`src/rtl/lpm_pkg.sv`:
```
package lpm_pkg;
  typedef enum logic [1:0] {
    ST_WAKE  = 2'd0,
    ST_RUN   = 2'd1,
    ST_IDLE  = 2'd2,
    ST_PDOWN = 2'd3
  } lpm_state_e;

  localparam int unsigned REQ_IDLE_BIT = 0;
  localparam int unsigned REQ_PD_BIT   = 1;
  localparam int unsigned REQ_W        = 2;
endpackage

```
`src/rtl/lpm_req_latch.sv`:
```
module lpm_req_latch
  import lpm_pkg::*;
(
  input  logic             clk,
  input  logic             rst_n,
  input  logic             wr_i,
  input  logic [REQ_W-1:0] bits_i,
  input  logic             take_i,
  output logic             want_idle_o,
  output logic             want_pd_o
);
  logic [REQ_W-1:0] pend_q;
  logic [REQ_W-1:0] eff;

  // a write in the current cycle overrides the held request
  assign eff         = wr_i ? bits_i : pend_q;
  assign want_idle_o = eff[REQ_IDLE_BIT];
  assign want_pd_o   = eff[REQ_PD_BIT];

  always_ff @(posedge clk or negedge rst_n) begin
    if (!rst_n)       pend_q <= '0;
    else if (take_i)  pend_q <= '0;
    else if (wr_i)    pend_q <= bits_i;
  end
endmodule

```
`src/rtl/lpm_osc_timer.sv`:
```
module lpm_osc_timer #(
  parameter int unsigned WAIT_W = 8
) (
  input  logic              clk,
  input  logic              rst_n,
  input  logic              run_i,
  input  logic [WAIT_W-1:0] wait_i,
  output logic              done_o
);
  logic [WAIT_W-1:0] cnt_q;

  assign done_o = run_i && (cnt_q >= wait_i);

  always_ff @(posedge clk or negedge rst_n) begin
    if (!rst_n)                cnt_q <= '0;
    else if (!run_i)           cnt_q <= '0;
    else if (!done_o)          cnt_q <= cnt_q + 1'b1;
  end
endmodule

```
`src/rtl/lpm_mode_fsm.sv`:
```
module lpm_mode_fsm
  import lpm_pkg::*;
(
  input  logic       clk,
  input  logic       rst_n,
  input  logic       settled_i,
  input  logic       want_idle_i,
  input  logic       want_pd_i,
  input  logic       insn_done_i,
  input  logic       irq_i,
  input  logic       ext_code_i,
  output lpm_state_e state_o,
  output logic       ext_q_o,
  output logic       take_o
);
  lpm_state_e state_q, state_d;
  logic       ext_q;

  assign take_o = (state_q == ST_RUN) && insn_done_i && (want_idle_i || want_pd_i);

  always_comb begin
    state_d = state_q;
    unique case (state_q)
      ST_WAKE:  if (settled_i) state_d = ST_RUN;
      ST_RUN:   if (take_o)    state_d = want_pd_i ? ST_PDOWN : ST_IDLE;
      ST_IDLE:  if (irq_i)     state_d = ST_RUN;
      ST_PDOWN: state_d = ST_PDOWN;
      default:  state_d = ST_WAKE;
    endcase
  end

  always_ff @(posedge clk or negedge rst_n) begin
    if (!rst_n) begin
      state_q <= ST_WAKE;
      ext_q   <= 1'b0;
    end else begin
      state_q <= state_d;
      if (take_o) ext_q <= ext_code_i;
    end
  end

  assign state_o = state_q;
  assign ext_q_o = ext_q;
endmodule

```
`src/rtl/lpm_pin_mux.sv`:
```
module lpm_pin_mux
  import lpm_pkg::*;
#(
  parameter int unsigned P0_W = 8,
  parameter int unsigned P2_W = 8
) (
  input  lpm_state_e      state_i,
  input  logic            ext_i,
  input  logic            ale_core_i,
  input  logic            psen_core_i,
  input  logic [P0_W-1:0] p0_core_i,
  input  logic            p0_core_oe_i,
  input  logic [P2_W-1:0] p2_core_i,
  input  logic [P0_W-1:0] p0_latch_i,
  input  logic [P2_W-1:0] p2_latch_i,
  input  logic [P2_W-1:0] p2_addr_i,
  output logic            ale_o,
  output logic            psen_o,
  output logic [P0_W-1:0] p0_o,
  output logic            p0_oe_o,
  output logic [P2_W-1:0] p2_o,
  output logic [P2_W-1:0] p2_strong_o
);
  logic low_pwr, in_pd, hold_strong;

  assign in_pd       = (state_i == ST_PDOWN);
  assign low_pwr     = in_pd || (state_i == ST_IDLE);
  assign hold_strong = in_pd && ext_i;

  always_comb begin
    if (!low_pwr) begin
      ale_o   = ale_core_i;
      psen_o  = psen_core_i;
      p0_o    = p0_core_i;
      p0_oe_o = p0_core_oe_i;
      p2_o    = p2_core_i;
    end else begin
      ale_o   = !in_pd;
      psen_o  = !in_pd;
      p0_o    = ext_i ? '0 : p0_latch_i;
      p0_oe_o = !ext_i;
      p2_o    = (ext_i && !in_pd) ? p2_addr_i : p2_latch_i;
    end
  end

  for (genvar b = 0; b < P2_W; b++) begin : g_strong
    assign p2_strong_o[b] = hold_strong && p2_latch_i[b];
  end
endmodule

```
`src/rtl/lpm_pin_ctrl.sv`:
```
module lpm_pin_ctrl
  import lpm_pkg::*;
#(
  parameter int unsigned P0_W   = 8,
  parameter int unsigned P2_W   = 8,
  parameter int unsigned WAIT_W = 8
) (
  input  logic              clk,
  input  logic              rst_pin_n,
  input  logic [WAIT_W-1:0] osc_wait_i,
  input  logic              pcon_wr_i,
  input  logic [1:0]        pcon_bits_i,
  input  logic              insn_done_i,
  input  logic              irq_i,
  input  logic              ext_code_i,
  input  logic              ale_core_i,
  input  logic              psen_core_i,
  input  logic [P0_W-1:0]   p0_core_i,
  input  logic              p0_core_oe_i,
  input  logic [P2_W-1:0]   p2_core_i,
  input  logic [P0_W-1:0]   p0_latch_i,
  input  logic [P2_W-1:0]   p2_latch_i,
  input  logic [P2_W-1:0]   p2_addr_i,
  output logic              rst_int_o,
  output logic              cpu_clk_en_o,
  output logic              osc_run_o,
  output logic              idle_o,
  output logic              pd_o,
  output logic              ale_o,
  output logic              psen_o,
  output logic [P0_W-1:0]   p0_o,
  output logic              p0_oe_o,
  output logic [P2_W-1:0]   p2_o,
  output logic [P2_W-1:0]   p2_strong_o
);
  lpm_state_e state;
  logic       ext_q, take, settled, want_idle, want_pd, waking;

  assign waking = (state == ST_WAKE);

  lpm_req_latch u_req (
    .clk        (clk),
    .rst_n      (rst_pin_n),
    .wr_i       (pcon_wr_i),
    .bits_i     (pcon_bits_i),
    .take_i     (take),
    .want_idle_o(want_idle),
    .want_pd_o  (want_pd)
  );

  lpm_osc_timer #(.WAIT_W(WAIT_W)) u_timer (
    .clk   (clk),
    .rst_n (rst_pin_n),
    .run_i (waking),
    .wait_i(osc_wait_i),
    .done_o(settled)
  );

  lpm_mode_fsm u_fsm (
    .clk        (clk),
    .rst_n      (rst_pin_n),
    .settled_i  (settled),
    .want_idle_i(want_idle),
    .want_pd_i  (want_pd),
    .insn_done_i(insn_done_i),
    .irq_i      (irq_i),
    .ext_code_i (ext_code_i),
    .state_o    (state),
    .ext_q_o    (ext_q),
    .take_o     (take)
  );

  lpm_pin_mux #(.P0_W(P0_W), .P2_W(P2_W)) u_pins (
    .state_i     (state),
    .ext_i       (ext_q),
    .ale_core_i  (ale_core_i),
    .psen_core_i (psen_core_i),
    .p0_core_i   (p0_core_i),
    .p0_core_oe_i(p0_core_oe_i),
    .p2_core_i   (p2_core_i),
    .p0_latch_i  (p0_latch_i),
    .p2_latch_i  (p2_latch_i),
    .p2_addr_i   (p2_addr_i),
    .ale_o       (ale_o),
    .psen_o      (psen_o),
    .p0_o        (p0_o),
    .p0_oe_o     (p0_oe_o),
    .p2_o        (p2_o),
    .p2_strong_o (p2_strong_o)
  );

  assign rst_int_o    = waking;
  assign idle_o       = (state == ST_IDLE);
  assign pd_o         = (state == ST_PDOWN);
  assign osc_run_o    = (state != ST_PDOWN);
  assign cpu_clk_en_o = (state == ST_RUN) || waking;
endmodule

```
`config.mk`:
```
export PLATFORM = sky130hd
export DESIGN_NAME = lpm_pin_ctrl
export DESIGN_NICKNAME = d
export VERILOG_FILES = /design/src/rtl/lpm_pkg.sv /design/src/rtl/lpm_req_latch.sv /design/src/rtl/lpm_osc_timer.sv /design/src/rtl/lpm_mode_fsm.sv /design/src/rtl/lpm_pin_mux.sv /design/src/rtl/lpm_pin_ctrl.sv
export SDC_FILE = /design/constraint.sdc
export NUM_CORES = 1
export LEC_CHECK = 0
export BUFFER_PORTS_ARGS = -buffer_cell sky130_fd_sc_hd__buf_2
export CAP_MARGIN = 30
export CORE_MARGIN = 2
export CORE_UTILIZATION = 42
export CTS_CLUSTER_DIAMETER = 150
export DETAILED_ROUTE_END_ITERATION = 16
export GPL_TIMING_DRIVEN = 0
export PLACE_DENSITY = 0.85
export RECOVER_POWER = 100
export SLEW_MARGIN = 10
export SYNTH_ARGS = -nofsm -noshare
export SYNTH_HDL_FRONTEND = slang
export SYNTH_SLANG_ARGS = --single-unit
```
`constraint.sdc`:
```
create_clock -name clk -period 4.6 [get_ports clk]
set_input_delay 0.46 -clock clk [delete_from_list [all_inputs] [get_ports clk]]
set_output_delay 0.46 -clock clk [all_outputs]
set_load 0.01 [all_outputs]
```
# ---- Yosys cells after proc, flatten, opt, wreduce, memory -nomap -nowiden
# Index checks and enable logic that the tools add are counted.
# Widths: inputs -> output; s select.
dict set report totals {
  register_bits 13
  latchBits 0
  ramBits 0
  mem_bits_ro 0
  inputBits 59
  output_inout_bits 32
  memories 0
}
dict set report classes {
  n_addsub 1
  multipliers 0
  div_mod_pow 0
  n_lt_le_gt_ge 1
  n_eq_ne 8
  n_shift 0
  muxes 16
  bitwise 0
  reduce_logical 20
}
# cell count
set op_table {}
lappend op_table {{$mux 8} 6}
lappend op_table {{$logic_and 1x1->1} 13}
lappend op_table {{$mux 2} 5}
lappend op_table {{$ne 2x2->1 const B} 5}
lappend op_table {{$add 8x1->8 const B} 1}
lappend op_table {{$ge 8x8->1} 1}
lappend op_table {{$pmux 2 s4} 1}
lappend op_table {{$eq 2x2->1 const B} 2}
lappend op_table {{$mux 1} 4}
lappend op_table {{$logic_or 1x1->1} 3}
lappend op_table {{$reduce_and 3->1} 1}
lappend op_table {{$eq 2x1->1 const B} 1}
lappend op_table {{$logic_not 1->1} 2}
lappend op_table {{$logic_not 2->1} 1}

# ---- Logic depth before layout (Yosys ltp)
# Gate-level depths: netlist of the first run.
dict set report logic_depth {
  depth_word 5
  ltp_mapped 8
}

# ---- Cells and area by module
# A second synthesis of the first run with hierarchy kept.
dict set report hier_totals {
  cells_unflattened 162
  hier_area_um2 1343.8
}
# mod instances cells_per_inst area_each_um2 seq_area_each_um2
set modules_own_cells {}
lappend modules_own_cells {lpm_osc_timer 1 72 630.6 200.2}
lappend modules_own_cells {lpm_pin_mux 1 66 447.9 0.0}
lappend modules_own_cells {lpm_mode_fsm 1 13 145.1 75.1}
lappend modules_own_cells {lpm_req_latch 1 6 96.3 50.0}
lappend modules_own_cells {lpm_pin_ctrl 1 5 23.8 0.0}

# ---- Worst setup path after synthesis of the first run
# OpenSTA, ideal clock, no wires.
dict set report synth_timing {
  path_kind {input port to flip-flop}
  startpoint {input port osc_wait_i[0]}
  endpoint {register u_timer.cnt_q[7]}
  setup_time_ns 0.079
  t_arrival_ns 2.057
  required_time_ns 4.521
  setup_slack_ns 2.464
  path_stages 6
  n_path_buf 0
  cell_sequence {ha_1 nand2b_4 a2111o_1 a21o_1 or4_1 a21oi_1}
}
dict set report synth_via {
  elab_chain_cells 3
}
# element line
set synth_lines {}
lappend synth_lines {{from (decl)} lpm_pin_ctrl.sv:10} ;# input logic [WAIT_W-1:0] osc_wait_i,
lappend synth_lines {{$ge 8x8->1} lpm_osc_timer.sv:12} ;# assign done_o = run_i && (cnt_q >= wait_i);
lappend synth_lines {{$logic_and 1x1->1} lpm_osc_timer.sv:12}
lappend synth_lines {{$ne 2x2->1 (no source line)} -}
lappend synth_lines {{to (signal assigned)} lpm_osc_timer.sv:17} ;# else if (!done_o) cnt_q <= cnt_q + 1'b1;
lappend synth_lines {{to (decl)} lpm_osc_timer.sv:10} ;# logic [WAIT_W-1:0] cnt_q;
# No other way between the ends.
# A chain may end at the register's enable or synchronous reset.

# ---- Worst setup path in the final report of the first run
dict set report layout_timing {
  startpoint {register u_timer.cnt_q[0]}
  endpoint {register u_timer.cnt_q[3]}
}
dict set report layout_via {
  elab_chain_cells 3
}
# element line
set layout_lines {}
lappend layout_lines {{$add 8x1->8 / $ge 8x8->1 (equally long branches)} {lpm_osc_timer.sv:17, lpm_osc_timer.sv:12}}
lappend layout_lines {{$mux 8 / $logic_and 1x1->1 (equally long branches)} {lpm_osc_timer.sv:17, lpm_osc_timer.sv:12}}
lappend layout_lines {{$mux 8 / $ne 2x2->1 (equally long branches)} -}
# Several ways; a longest one is shown, not always the timed one. The select of a mux whose other input is x is not followed.

==> reports/results.md, run 1 <==
| Quantity | Value |
| --- | --- |
| Sw Ratio | 48.8% |
| Setup TNS | 0 ns |
| Share of cells above drive strength 1 | 29.5% |
| Clk buf depth | 2 |
| Core area | 2520 um2 |
| Period Utilization, post-route | 49.4% |
| Crit-path max cell delay | 0.42 ns |
| Synth Instances | 143 |
| Clk slew on worst S/H paths | 0.08 ns |
| Final #Nets | 306 |
| Sequential cell fraction of total power | 21.2% |
| Synthesis warning total | 0 |
| Critical path class | reg -> reg |
| Post-DP Area | 1640 um2 |
| Signal arrival time at the worst endpoint | 2.47 ns |
| Clock Tree Root | clkbuf_4 |
| Slew of the pin with the lowest slew margin | 0.644 ns |
| Gate power share | 68.9% |
| Net switching power of the design | 332 uW |
| Post-Place Setup Slack | 2.27 ns |
| Count of routing violations after the opening detailed-route iteration | 35 |
| # H-tree levels | 1 |
| Worst relative slew slack | 57.1% |
| Share of the synthesized area in the top cell type | 28.4% |
| Area taken by flip-flops and latches | 325 um2 |
| Global-route usage over all layers | 22.4% |
| Proportion of synthesized flip-flops having asynchronous set or reset | 100% |
| Y dimension of the die | 56.3 um |
| Multi-input combinational cell area | 746 um2 |
| Biggest area contributors in the synthesized netlist | dfrtp_1, ha_1, mux2i_1 |
| CTS tree | yes |
| DIE AREA | 3170 um2 |
| Yosys top cell by area | dfrtp_1 |
| Maximum fanout along the worst path | 10 |
| Number of placement rows | 18 |
| DRC viols | 0 |
| Clk Latency, worst-skew pair | 0.27 ns |
| Initial antenna violation count | 0 |
| Wire per inst | 12.8 um |
| Max Clock Freq | 0.440 GHz |
| Classification of the worst-slack hold path | in -> async |
| Number of buffers added by the clock tree synthesis step | 3 |
| List of cells traversed by the critical path | inv_1 -> ha_1 -> nand2b_1 -> a2111o_1 -> a21o_1 -> clkbuf_1 -> or3_1 -> a21oi_1 |
| Number of iterations in the first detailed-routing pass | 4 |
| Floorplan die width | 56.3 um |
| Internal | 348 uW |
| Number of flops mapped to enable cells by yosys | 0 |
| Required time of the critical path | 4.80 ns |
| Setup-violating endpoint count in the final report | 0 |
| Maximum number of pins on one net before global-route repair | 14 |
| Fill cell total of the finished layout | 259 |
| Clock network fraction of total power | 9.8% |
| Outcome | finished clean |
| Worst supply voltage drop on vdd | 0.000347 V |
| Number of global-route vias before repair | 1,289 |
| Seq/Total Area, Yosys | 28.4% |
| Count of hold buffers inserted by post-cts repair | 0 |
| Synthesized netlist net count | 211 |
| Number of resized instances in the post-cts repair step | 0 |
| Post-synthesis cell area | 1150 um2 |
| Setup crit start kind | flip-flop |
| Final hold violation count | 0 |
| Total leakage power | 0.936 nW |
| Clock tree sinks | 13 |
| Final RePlAce weighted congestion | 0.902 |
| Prevailing post-synth register cell | dfrtp_1 |
| Number of buffers inserted by post-CTS setup repair | 0 |
| RSZ-0062 raised after global routing | false |
| Post-synthesis area per instance | 8.02 um2 |
| Final instance area | 1620 um2 |
| Distinct cell type count of the synthesized netlist | 28 |
| Placed wire-length estimate after detailed placement | 2880 um |
| Total power divided by cell area | 420 nW/um2 |
| First-pass GRT wire length | 5720 um |
| Crit path time final | 2.27 ns |
| Buffers added on ports | 90 |
| Number of antenna diodes | 0 |
| Synth-to-Final Area Change | 41.1% |
| Total of flip-flops plus latches after synthesis | 13 |
| Top Ports | 91 |
| Number of vias after detailed routing | 1,362 |
| Slowest CP cell | a2111o_1 |
| Final global-route overflow total | 0 |
| Final Skew | 0.0125 ns |
| Total detailed-routing wirelength | 3420 um |
| Worst Setup Slack, final | 2.33 ns |
| Number of vias per cell | 5.10 |
| Max-cap check violation count | 0 |
| Most frequent cells after synthesis | a21oi_1, inv_1, nor2_1 |
| Effective utilization at floorplan | 45.5% |
| Total power after layout | 680 uW |
| Dominant cell by count in the synthesized netlist | a21oi_1 |
| Worst Setup End Kind | flip-flop |
| Count of nets left with antenna violations after detail routing | 0 |
| Final count of pins violating max slew | 0 |
## stage by stage
step | cells | util (%) | hold slack (ns)
after detailed placement | 263 | 64.8 | 0.353
after global placement | 263 | 64.8 | 0.354
after global routing | 267 | 64.2 | 0.241
after CTS | 267 | 65.9 | 0.0534
after floorplan | 143 | - | 0.164
final | 267 | 64.2 | 0.177
## cells by family after synthesis
family | Yosys count | synth area share [%]
XOR/XNOR | 1 | 0.763
multiplexers | 11 | 9.71
AND/OR/NAND/NOR | 49 | 21.7
buffers and inverters | 18 | 6.00
adder cells (fa/ha/maj) | 9 | 9.81
flip-flops | 13 | 28.4
AO/OA/AOI/OAI | 42 | 23.7
## cells in the final DEF (no fill, tap or decap), types with 4 or more instances in the layout
master	synthesis	layout
buf_2	1	63
clkbuf_1	2	32
a21oi_1	19	19
inv_1	14	14
nor2_1	14	14
dfrtp_1	13	13
nand2_1	12	12
mux2i_1	10	10
ha_1	9	9
a22o_1	8	8
and2_0	0	7
o21ai_0	6	6
a21o_1	4	4
## critical path: cells and delay by family (launching register included)
family	cells	cell delay, ns
AO/OA/AOI/OAI	3	0.76
AND/OR/NAND/NOR	2	0.53
flip-flops	1	0.39
buffers and inverters	2	0.28
adder cells (fa/ha/maj)	1	0.25
## per-layer routing
layer	global-route usage, %	wire length [um]	vias up
met5	0	0	-
met4	4.42	42	0
met3	5.30	182	6
met2	39.3	1740	53
met1	28.1	1460	602
li1	-	-	701
## flip-flops by register name, indices dropped and copies added (netlist names)
register and flops:
u_fsm.ext_q_o 1, u_fsm.state_o 2, u_req.pend_q 2, u_timer.cnt_q 8
## path summary, 6_finish.rpt
check / startpoint / to / slack (ns) / depth (start not counted)
worst min register to register: u_req.pend_q[0]$_DFF_PN0_ / u_req.pend_q[0]$_DFF_PN0_ / 0.54 / 2
worst min-delay path: rst_pin_n / u_timer.cnt_q[3]$_DFFE_PN0P_ / 0.18 / 1
max in group asynchronous: rst_pin_n / u_fsm.ext_q_o$_DFFE_PN0P_ / 4.00 / 1
worst max-delay path: u_timer.cnt_q[0]$_DFFE_PN0P_ / u_timer.cnt_q[3]$_DFFE_PN0P_ / 2.33 / 8
min in group clk: irq_i / u_fsm.state_o[1]$_DFFE_PN0P_ / 0.38 / 2
worst max register to register: u_timer.cnt_q[0]$_DFFE_PN0P_ / u_timer.cnt_q[3]$_DFFE_PN0P_ / 2.33 / 8
## power by group through the flow
stage               logic, mW  registers, mW  clock network, mW
finish                  0.469          0.144             0.0669
global route            0.519          0.147             0.0766
CTS                     0.502          0.144             0.0692
detailed placement      0.499          0.147                  0
global placement        0.489          0.146                  0
floorplan               0.297          0.142                  0
## final cells by class
cell class / instances / share of cell area (%)
Buffer: 4 / 0.927
Clock buffer: 4 / 1.62
Inverter: 14 / 3.25
Multi-Input combinational cell: 112 / 46.1
Sequential cell: 13 / 20.1
Tap cell: 30 / 2.32
Timing Repair Buffer: 90 / 25.7
No activity file was read; power rests on OpenSTA's default activity.
==> run 2: changes to the inputs <==
--- a/config.mk
+++ b/config.mk
@@ -5,6 +5,7 @@
 export SDC_FILE = /design/constraint.sdc
 export NUM_CORES = 1
 export LEC_CHECK = 0
+export ABC_AREA = 1
 export BUFFER_PORTS_ARGS = -buffer_cell sky130_fd_sc_hd__buf_2
 export CAP_MARGIN = 30
 export CORE_MARGIN = 2
@@ -12,7 +13,7 @@
 export CTS_CLUSTER_DIAMETER = 150
 export DETAILED_ROUTE_END_ITERATION = 16
 export GPL_TIMING_DRIVEN = 0
-export PLACE_DENSITY = 0.85
+export PLACE_DENSITY = 0.8
 export RECOVER_POWER = 100
 export SLEW_MARGIN = 10
 export SYNTH_ARGS = -nofsm -noshare
==> constraint.sdc (replaced) <==
create_clock -name clk -period 2.29 [get_ports clk]
set_input_delay 0.229 -clock clk [delete_from_list [all_inputs] [get_ports clk]]
set_output_delay 0.229 -clock clk [all_outputs]
set_load 0.01 [all_outputs]
==> reports/results.md, run 2 <==
| Quantity | Value | vs previous |
| --- | --- | --- |
| Number of buffers added by the clock tree synthesis step | 3 | unchanged |
| Total of flip-flops plus latches after synthesis | 13 | unchanged |
| Total detailed-routing wirelength | 3640 um | was 3420 um |
| RSZ-0062 raised after global routing | false | unchanged |
| Clk buf depth | 2 | unchanged |
| Crit path time final | 1.88 ns |  |
| Number of buffers inserted by post-CTS setup repair | 0 | unchanged |
| Post-synthesis cell area | 1370 um2 | was 1150 um2 |
| Effective utilization at floorplan | 44.3% | was 45.5% |
| Leading cell types in the layout, fill and taps excluded | nand2_1, buf_2, inv_1 | was buf_2, clkbuf_1, a21oi_1 |
| Initial antenna violation count | 0 | unchanged |
| Share of cells above drive strength 1 | 22.0% | was 29.5% |
| DRC viols | 0 | unchanged |
| Outcome | finished clean | unchanged |
| Synth Instances | 232 | was 143 |
| Synth-to-Final Area Change | 35.0% | was 41.1% |
| Clk Latency, worst-skew pair | 0.28 ns | was 0.27 ns |
| Number of placement rows | 20 | was 18 |
| GR met1 Demand/Resource | 24.7% | was 28.1% |
| Global-route usage over all layers | 20.5% | was 22.4% |
| Met3 track utilization from global routing | 5.46% | was 5.30% |
| Number of vias after detailed routing | 1,673 | was 1,362 |
| Y dimension of the die | 61.0 um | was 56.3 um |
| Clock Tree Root | clkbuf_4 | unchanged |
| Final global-route overflow total | 0 | unchanged |
| Prevailing post-synth register cell | dfrtp_1 | unchanged |
| Proportion of synthesized flip-flops having asynchronous set or reset | 100% | unchanged |
| Post-synthesis area per instance | 5.88 um2 | was 8.02 um2 |
| DIE AREA | 3720 um2 | was 3170 um2 |
| Wire per inst | 9.81 um | was 12.8 um |
| Count of nets left with antenna violations after detail routing | 0 | unchanged |
| Maximum number of pins on one net before global-route repair | 14 | unchanged |
| Total buffers and inverters traversed by the critical path | 2 | unchanged |
| Gate family responsible for the most delay along the worst path | flip-flops | was compound AO/OA/AOI/OAI gates |
| Final count of pins violating max slew | 0 | unchanged |
| Largest register FFs | 8 | unchanged |
| Synthesis warning total | 0 | unchanged |
| Max Clock Freq | 0.532 GHz |  |
| Number of antenna diodes | 0 | unchanged |
| Worst relative slew slack | 51.7% | was 57.1% |
| Final #Nets | 396 | was 306 |
| Total leakage power | 1.16 nW | was 0.936 nW |
| Total instance count after detailed placement | 366 | was 263 |
| Most common library cell in the layout ignoring fill and taps | nand2_1 | was buf_2 |
| Final hold violation count | 0 | unchanged |
| Slew of the pin with the lowest slew margin | 0.725 ns | was 0.644 ns |
| Total power divided by cell area | 841 nW/um2 | was 420 nW/um2 |
| Most common cell type on the critical path | nand2_1 |  |
| Final Skew | 0.00344 ns | was 0.0125 ns |
| Biggest area contributors in the synthesized netlist | dfrtp_1, nand2_1, inv_1 | was dfrtp_1, ha_1, mux2i_1 |
| Setup crit start kind | flip-flop | unchanged |
| Seq/Total Area, Yosys | 23.8% | was 28.4% |
| Crit-path max cell delay | 0.43 ns | was 0.42 ns |
| Final RePlAce weighted congestion | 0.762 | was 0.902 |
| Register with the most flip-flops | u_timer.cnt_q | unchanged |
| Layout Utilization | 59.9% | was 64.2% |
| Fill cell total of the finished layout | 340 | was 259 |
| Number of flops mapped to enable cells by yosys | 0 | unchanged |
| Critical path class | reg -> out | was reg -> reg |
| Number of iterations in the first detailed-routing pass | 4 | unchanged |
| Post-Layout Cell Count | 371 | was 267 |
| Count of routing violations after the opening detailed-route iteration | 46 | was 35 |
| Core area | 3080 um2 | was 2520 um2 |
| Share of the synthesized area in the top cell type | 23.8% | was 28.4% |
| # H-tree levels | 1 | unchanged |
| Required time of the critical path | 2.06 ns | was 4.80 ns |
| Distinct cell type count of the synthesized netlist | 27 | was 28 |
| Final instance area | 1840 um2 | was 1620 um2 |
| List of cells traversed by the critical path | nand2_1 -> nand2_1 -> buf_6 -> a21oi_1 -> o21ai_0 -> nand2_1 -> clkbuf_1 | was inv_1 -> ha_1 -> nand2b_1 -> a2111o_1 -> a21o_1 -> clkbuf_1 -> or3_1 -> a21oi_1 |
| Post-Place Setup Slack | 0.616 ns | was 2.27 ns |
| Placed wire-length estimate after detailed placement | 3020 um | was 2880 um |
| CTS tree | yes | unchanged |
| Worst Setup Slack, final | 0.411 ns | was 2.33 ns |
| Classification of the worst-slack hold path | in -> reg | was in -> async |
| Global routing's busiest layer | met2 | unchanged |
| Post-DP Area | 1870 um2 | was 1640 um2 |
| Worst supply voltage drop on vdd | 0.000575 V | was 0.000347 V |
| GR Layer Usage met2 | 37.0% | was 39.3% |
| Floorplan die width | 61.0 um | was 56.3 um |
| Worst Setup End Kind | output port | was flip-flop |
| Number of vias per cell | 4.51 | was 5.10 |
| Yosys top cell by area | dfrtp_1 | unchanged |
| Number of resized instances in the post-cts repair step | 0 | unchanged |
| First-pass GRT wire length | 5820 um | was 5720 um |
| Maximum fanout along the worst path | 10 | unchanged |
| Setup-violating endpoint count in the final report | 0 | unchanged |
| Most frequent cells after synthesis | nand2_1, inv_1, nor2_1 | was a21oi_1, inv_1, nor2_1 |
| Signal arrival time at the worst endpoint | 1.65 ns | was 2.47 ns |
| Max-cap check violation count | 0 | unchanged |
| Top Ports | 91 | unchanged |
| Dominant cell by count in the synthesized netlist | nand2_1 | was a21oi_1 |
| Number of global-route vias before repair | 1,450 | was 1,289 |
| Slowest CP cell | dfrtp_1 | was a2111o_1 |
| Buffers added on ports | 90 | unchanged |
| Period Utilization, post-route | 82.1% |  |
| Clk slew on worst S/H paths | 0.09 ns | was 0.08 ns |
| Synthesized netlist net count | 300 | was 211 |
| Clock tree sinks | 13 | unchanged |
| Setup TNS | 0 ns | unchanged |
| Count of hold buffers inserted by post-cts repair | 1 | was 0 |
-- run 2: layout make-up --
type / count / area [um2] / share of cell area, %
Multi-Input combinational cell: 174 / 822 / 44.6
Clock buffer: 3 / 22.5 / 1.22
Inverter: 39 / 146 / 7.94
Buffer: 6 / 41.3 / 2.24
Clock inverter: 1 / 5.00 / 0.272
Timing Repair Buffer: 91 / 425 / 23.1
Sequential cell: 13 / 325 / 17.7
Tap cell: 44 / 55.1 / 2.99
-- run 2: logic make-up after synthesis --
| kind of cell | Yosys count | synth area share (%) |
|---|---|---|
| adders and majority gates | 9 | 8.25 |
| and+or+nand+nor | 136 | 42.2 |
| AOI/OAI and AO/OA | 26 | 9.72 |
| xor gates and xnor gates | 3 | 1.93 |
| buffers and inverters | 45 | 14.1 |
| DFF | 13 | 23.8 |
-- run 2: per-stage QoR --
step | power [mW] | hold WS [ns]
6_report | 1.55 | 0.152
2_1_floorplan | 1.09 | -0.0666
3_3_place_gp | 1.49 | 0.133
5_1_grt | 1.73 | 0.170
4_1_cts | 1.66 | 0.139
3_5_place_dp | 1.51 | 0.139
-- run 2: worst reg2reg max path, delay by kind of cell, from the launching register on --
family	cells	cell delay (ns)
fa+ha+maj	1	0.32
flops	1	0.44
simple gates	9	0.98
-- run 2: final timing paths --
| check | start | to | slack, ns | cells past startpoint |
|---|---|---|---|---|
| worst min register to register | u_timer.cnt_q[0]$_DFFE_PN0P_ | u_timer.cnt_q[0]$_DFFE_PN0P_ | 0.54 | 1 |
| worst max register to register | u_timer.cnt_q[3]$_DFFE_PN0P_ | u_timer.cnt_q[6]$_DFFE_PN0P_ | 0.45 | 10 |
| min in group asynchronous | rst_pin_n | u_fsm.state_o[1]$_DFFE_PN0P_ | 0.51 | 2 |
| worst max-delay path | u_fsm.state_o[0]$_DFFE_PN0P_ | p2_o[5] | 0.41 | 7 |
| max in group asynchronous | rst_pin_n | u_timer.cnt_q[5]$_DFFE_PN0P_ | 1.33 | 2 |
| worst min-delay path | irq_i | u_fsm.state_o[1]$_DFFE_PN0P_ | 0.15 | 2 |
-- run 2: power by group --
part           switching [mW]  internal [mW]  leakage (nW)
sequential             0.0433          0.282         0.170
combinational           0.701          0.377         0.968
clock                  0.0822         0.0649        0.0177
-- run 2: metal layers --
| layer | share of wire [%] | up-vias | wire length (um) |
|---|---|---|---|
| li1 | - | 903 | - |
| met1 | 44 | 714 | 1590 |
| met2 | 50 | 54 | 1840 |
| met3 | 5.5 | 2 | 201 |
| met4 | 0.27 | 0 | 10 |
| met5 | 0 | - | 0 |
==> run 3: changes to the inputs <==
--- a/config.mk
+++ b/config.mk
@@ -9,11 +9,11 @@
 export BUFFER_PORTS_ARGS = -buffer_cell sky130_fd_sc_hd__buf_2
 export CAP_MARGIN = 30
 export CORE_MARGIN = 2
-export CORE_UTILIZATION = 42
+export CORE_UTILIZATION = 38
 export CTS_CLUSTER_DIAMETER = 150
 export DETAILED_ROUTE_END_ITERATION = 16
 export GPL_TIMING_DRIVEN = 0
-export PLACE_DENSITY = 0.8
+export PLACE_DENSITY = 0.77
 export RECOVER_POWER = 100
 export SLEW_MARGIN = 10
 export SYNTH_ARGS = -nofsm -noshare
==> constraint.sdc (replaced) <==
create_clock -name clk -period 1.7 [get_ports clk]
set_input_delay 0.17 -clock clk [delete_from_list [all_inputs] [get_ports clk]]
set_output_delay 0.17 -clock clk [all_outputs]
set_load 0.01 [all_outputs]
==> reports/results.md, run 3 (same netlist as run 2, synthesis figures left out) <==
| Quantity | Value | vs previous |
| --- | --- | --- |
| Most common library cell in the layout ignoring fill and taps | buf_2 | was nand2_1 |
| Max Clock Freq | 0.622 GHz |  |
| Number of placement rows | 21 | was 20 |
| Initial antenna violation count | 0 | unchanged |
| Top Ports | 91 | unchanged |
| Synth-to-Final Area Change | 44.6% | was 35.0% |
| Final #Nets | 401 | was 396 |
| Core area | 3390 um2 | was 3080 um2 |
| Share of cells above drive strength 1 | 35.5% | was 22.0% |
| Gate family responsible for the most delay along the worst path | flip-flops | unchanged |
| Y dimension of the die | 63.9 um | was 61.0 um |
| Total detailed-routing wirelength | 3620 um | was 3640 um |
| Final global-route overflow total | 0 | unchanged |
| Placed wire-length estimate after detailed placement | 2970 um | was 3020 um |
| Setup crit start kind | flip-flop | unchanged |
| Final hold violation count | 0 | unchanged |
| CTS tree | yes | unchanged |
| Maximum fanout along the worst path | 10 | unchanged |
| Wire per inst | 9.57 um | was 9.81 um |
| Setup-violating endpoint count in the final report | 0 | unchanged |
| Number of global-route vias before repair | 1,596 | was 1,450 |
| Hold path startpoint | irq_i | unchanged |
| Capture point of the worst reg-to-reg path | u_timer.cnt_q[0]$_DFFE_PN0P_ | was u_timer.cnt_q[6]$_DFFE_PN0P_ |
| Number of antenna diodes | 0 | unchanged |
| Effective utilization at floorplan | 40.3% | was 44.3% |
| Multi-input combinational cell area | 862 um2 | was 822 um2 |
| Total power divided by cell area | 1150 nW/um2 | was 841 nW/um2 |
| DRC viols | 0 | unchanged |
| Post-Place Setup Slack | 0.0450 ns | was 0.616 ns |
| Period Utilization, post-route | 94.6% |  |
| Worst Setup End Kind | output port | unchanged |
| Max-cap check violation count | 0 | unchanged |
| Leading cell types in the layout, fill and taps excluded | buf_2, nand2_1, inv_1 | was nand2_1, buf_2, inv_1 |
| Worst supply voltage drop on vdd | 0.000788 V | was 0.000575 V |
| Total leakage power | 1.29 nW | was 1.16 nW |
| Classification of the worst-slack hold path | in -> reg | unchanged |
| Number of buffers added by the clock tree synthesis step | 3 | unchanged |
| Total buffers and inverters traversed by the critical path | 2 | unchanged |
| Critical path class | reg -> out | unchanged |
| Total instance count after detailed placement | 368 | was 366 |
| Slew of the pin with the lowest slew margin | 0.750 ns | was 0.725 ns |
| R2R cell count | 8 | was 10 |
| Outcome | finished clean | unchanged |
| R2r setup slk | 0.12 ns | was 0.45 ns |
| Final count of pins violating max slew | 0 | unchanged |
| Post-Layout Cell Count | 378 | was 371 |
| Area taken by flip-flops and latches | 330 um2 | was 325 um2 |
| Signal arrival time at the worst endpoint | 1.44 ns | was 1.65 ns |
| Clock tree sinks | 13 | unchanged |
| Clk slew on worst S/H paths | 0.08 ns | was 0.09 ns |
| Clk buf depth | 2 | unchanged |
| Setup TNS | 0 ns | unchanged |
| RSZ-0062 raised after global routing | true | was false |
| Number of iterations in the first detailed-routing pass | 4 | unchanged |
| Final Skew | 0.00392 ns | was 0.00344 ns |
| First-pass GRT wire length | 6440 um | was 5820 um |
| Number of cells traversed by the worst hold path | 2 | unchanged |
| Largest register FFs | 8 | unchanged |
| Crit path time final | 1.61 ns |  |
| Final instance area | 1970 um2 | was 1840 um2 |
| Post-DP Area | 1870 um2 | about the same |
| DIE AREA | 4090 um2 | was 3720 um2 |
| # H-tree levels | 1 | unchanged |
| Fill cell total of the finished layout | 357 | was 340 |
| Worst Setup Slack, final | 0.0917 ns | was 0.411 ns |
| Count of nets left with antenna violations after detail routing | 0 | unchanged |
| Hold Path Sink | u_fsm.state_o[1]$_DFFE_PN0P_ | unchanged |
| Register with the most flip-flops | u_timer.cnt_q | unchanged |
| Clk Latency, worst-skew pair | 0.28 ns | about the same |
| Maximum number of pins on one net before global-route repair | 14 | unchanged |
| Required time of the critical path | 1.53 ns | was 2.06 ns |
| Floorplan die width | 63.9 um | was 61.0 um |
| Crit-path max cell delay | 0.45 ns | was 0.43 ns |
| Global-route usage over all layers | 18.8% | was 20.5% |
| Most common cell type on the critical path | nand2_4 | was nand2_1 |
| Worst relative slew slack | 50.0% | was 51.7% |
| Number of vias per cell | 4.63 | was 4.51 |
| Number of vias after detailed routing | 1,749 | was 1,673 |
| Count of routing violations after the opening detailed-route iteration | 38 | was 46 |
| Slowest CP cell | dfrtp_2 | was dfrtp_1 |
| Final RePlAce weighted congestion | 0.810 | was 0.762 |
| Buffers added on ports | 90 | unchanged |
| Clock Tree Root | clkbuf_4 | unchanged |
| Launch instance of the worst register-to-register path | u_timer.cnt_q[5]$_DFFE_PN0P_ | was u_timer.cnt_q[3]$_DFFE_PN0P_ |
| List of cells traversed by the critical path | nand2_4 -> nand2_4 -> buf_6 -> a21oi_1 -> o21ai_0 -> nand2_1 -> buf_2 | was nand2_1 -> nand2_1 -> buf_6 -> a21oi_1 -> o21ai_0 -> nand2_1 -> clkbuf_1 |
## run 3: cell types whose count changed in the layout (fill, tap and decap cells not counted), moves of 2 or more
cell and delta:
dfrtp_1 -4, nand2_1 -5, nand2_4 +3, buf_4 +6
o21ai_1 +5, buf_2 +27, dfrtp_2 +4, o21ai_0 -5
clkbuf_1 -30, nand2_2 +2
## run 3: power by group
part / total (mW) / leakage, nW / internal [mW] / switching (mW)
registers: 0.461 / 0.164 / 0.382 / 0.0790
clock network: 0.194 / 0.0177 / 0.0873 / 0.107
logic: 1.62 / 1.11 / 0.654 / 0.971
total: 2.28 / 1.29 / 1.12 / 1.16
## run 3: worst max-delay path by stage
stage / from / end / slack [ns] / cells after the start
6_report: u_fsm.state_o[0]$_DFFE_PN0P_ / p2_o[6] / 0.09 / 7
5_1_grt: u_fsm.state_o[0]$_DFFE_PN0P_ / p2_o[5] / -0.02 / 7
4_1_cts: u_fsm.state_o[0]$_DFFE_PN0P_ / p2_o[5] / 0.02 / 7
3_5_place_dp: u_timer.cnt_q[3]$_DFFE_PN0P_ / u_timer.cnt_q[6]$_DFFE_PN0P_ / 0.04 / 10
3_3_place_gp: u_timer.cnt_q[3]$_DFFE_PN0P_ / u_timer.cnt_q[6]$_DFFE_PN0P_ / 0.07 / 10
2_1_floorplan: u_timer.cnt_q[3]$_DFFE_PN0P_ / u_timer.cnt_q[6]$_DFFE_PN0P_ / 0.25 / 10
## run 3: final cells by class
class,instances,area share (%)
multi-input combinational,174,43.7
clock buffer,3,1.14
clock inverter,1,0.253
inverter,39,7.41
tap,46,2.92
buffer,6,2.72
sequential,13,16.7
timing repair buffer,96,25.2
## run 3: worst register-to-register path: cells and delay by family, from the launching register on
kind | cells | cell delay (ns)
buffers and inverters | 1 | 0.16
adders and majority gates | 1 | 0.29
and+or+nand+nor | 4 | 0.39
DFF | 1 | 0.43
AOI/OAI and AO/OA | 2 | 0.20
## run 3: timing repair
action	CTS	global route
hold buffers	1	0
buffers inserted	0	5
pin swaps	0	2
hold endpoints to repair	13	0
gates resized for setup	1	16
endpoints found under the setup margin	6	33
## run 3: metal layers
layer | wire (um) | vias up | track usage, %
li1 | - | 917 | -
met1 | 1550 | 764 | 22.1
met2 | 1810 | 64 | 34.6
met3 | 233 | 4 | 3.35
met4 | 29 | 0 | 4.89
met5 | 0 | - | 0
## run 3: through the flow
stage                     util, %  total power [mW]  hold slack, ns
after floorplan                 -              1.47          -0.126
after global placement       55.3              2.01          0.0749
after detailed placement     55.3              2.03          0.0787
after CTS                    56.4              2.24          0.0752
after global routing         58.3              2.56          0.0903
final                        58.3              2.28          0.0846
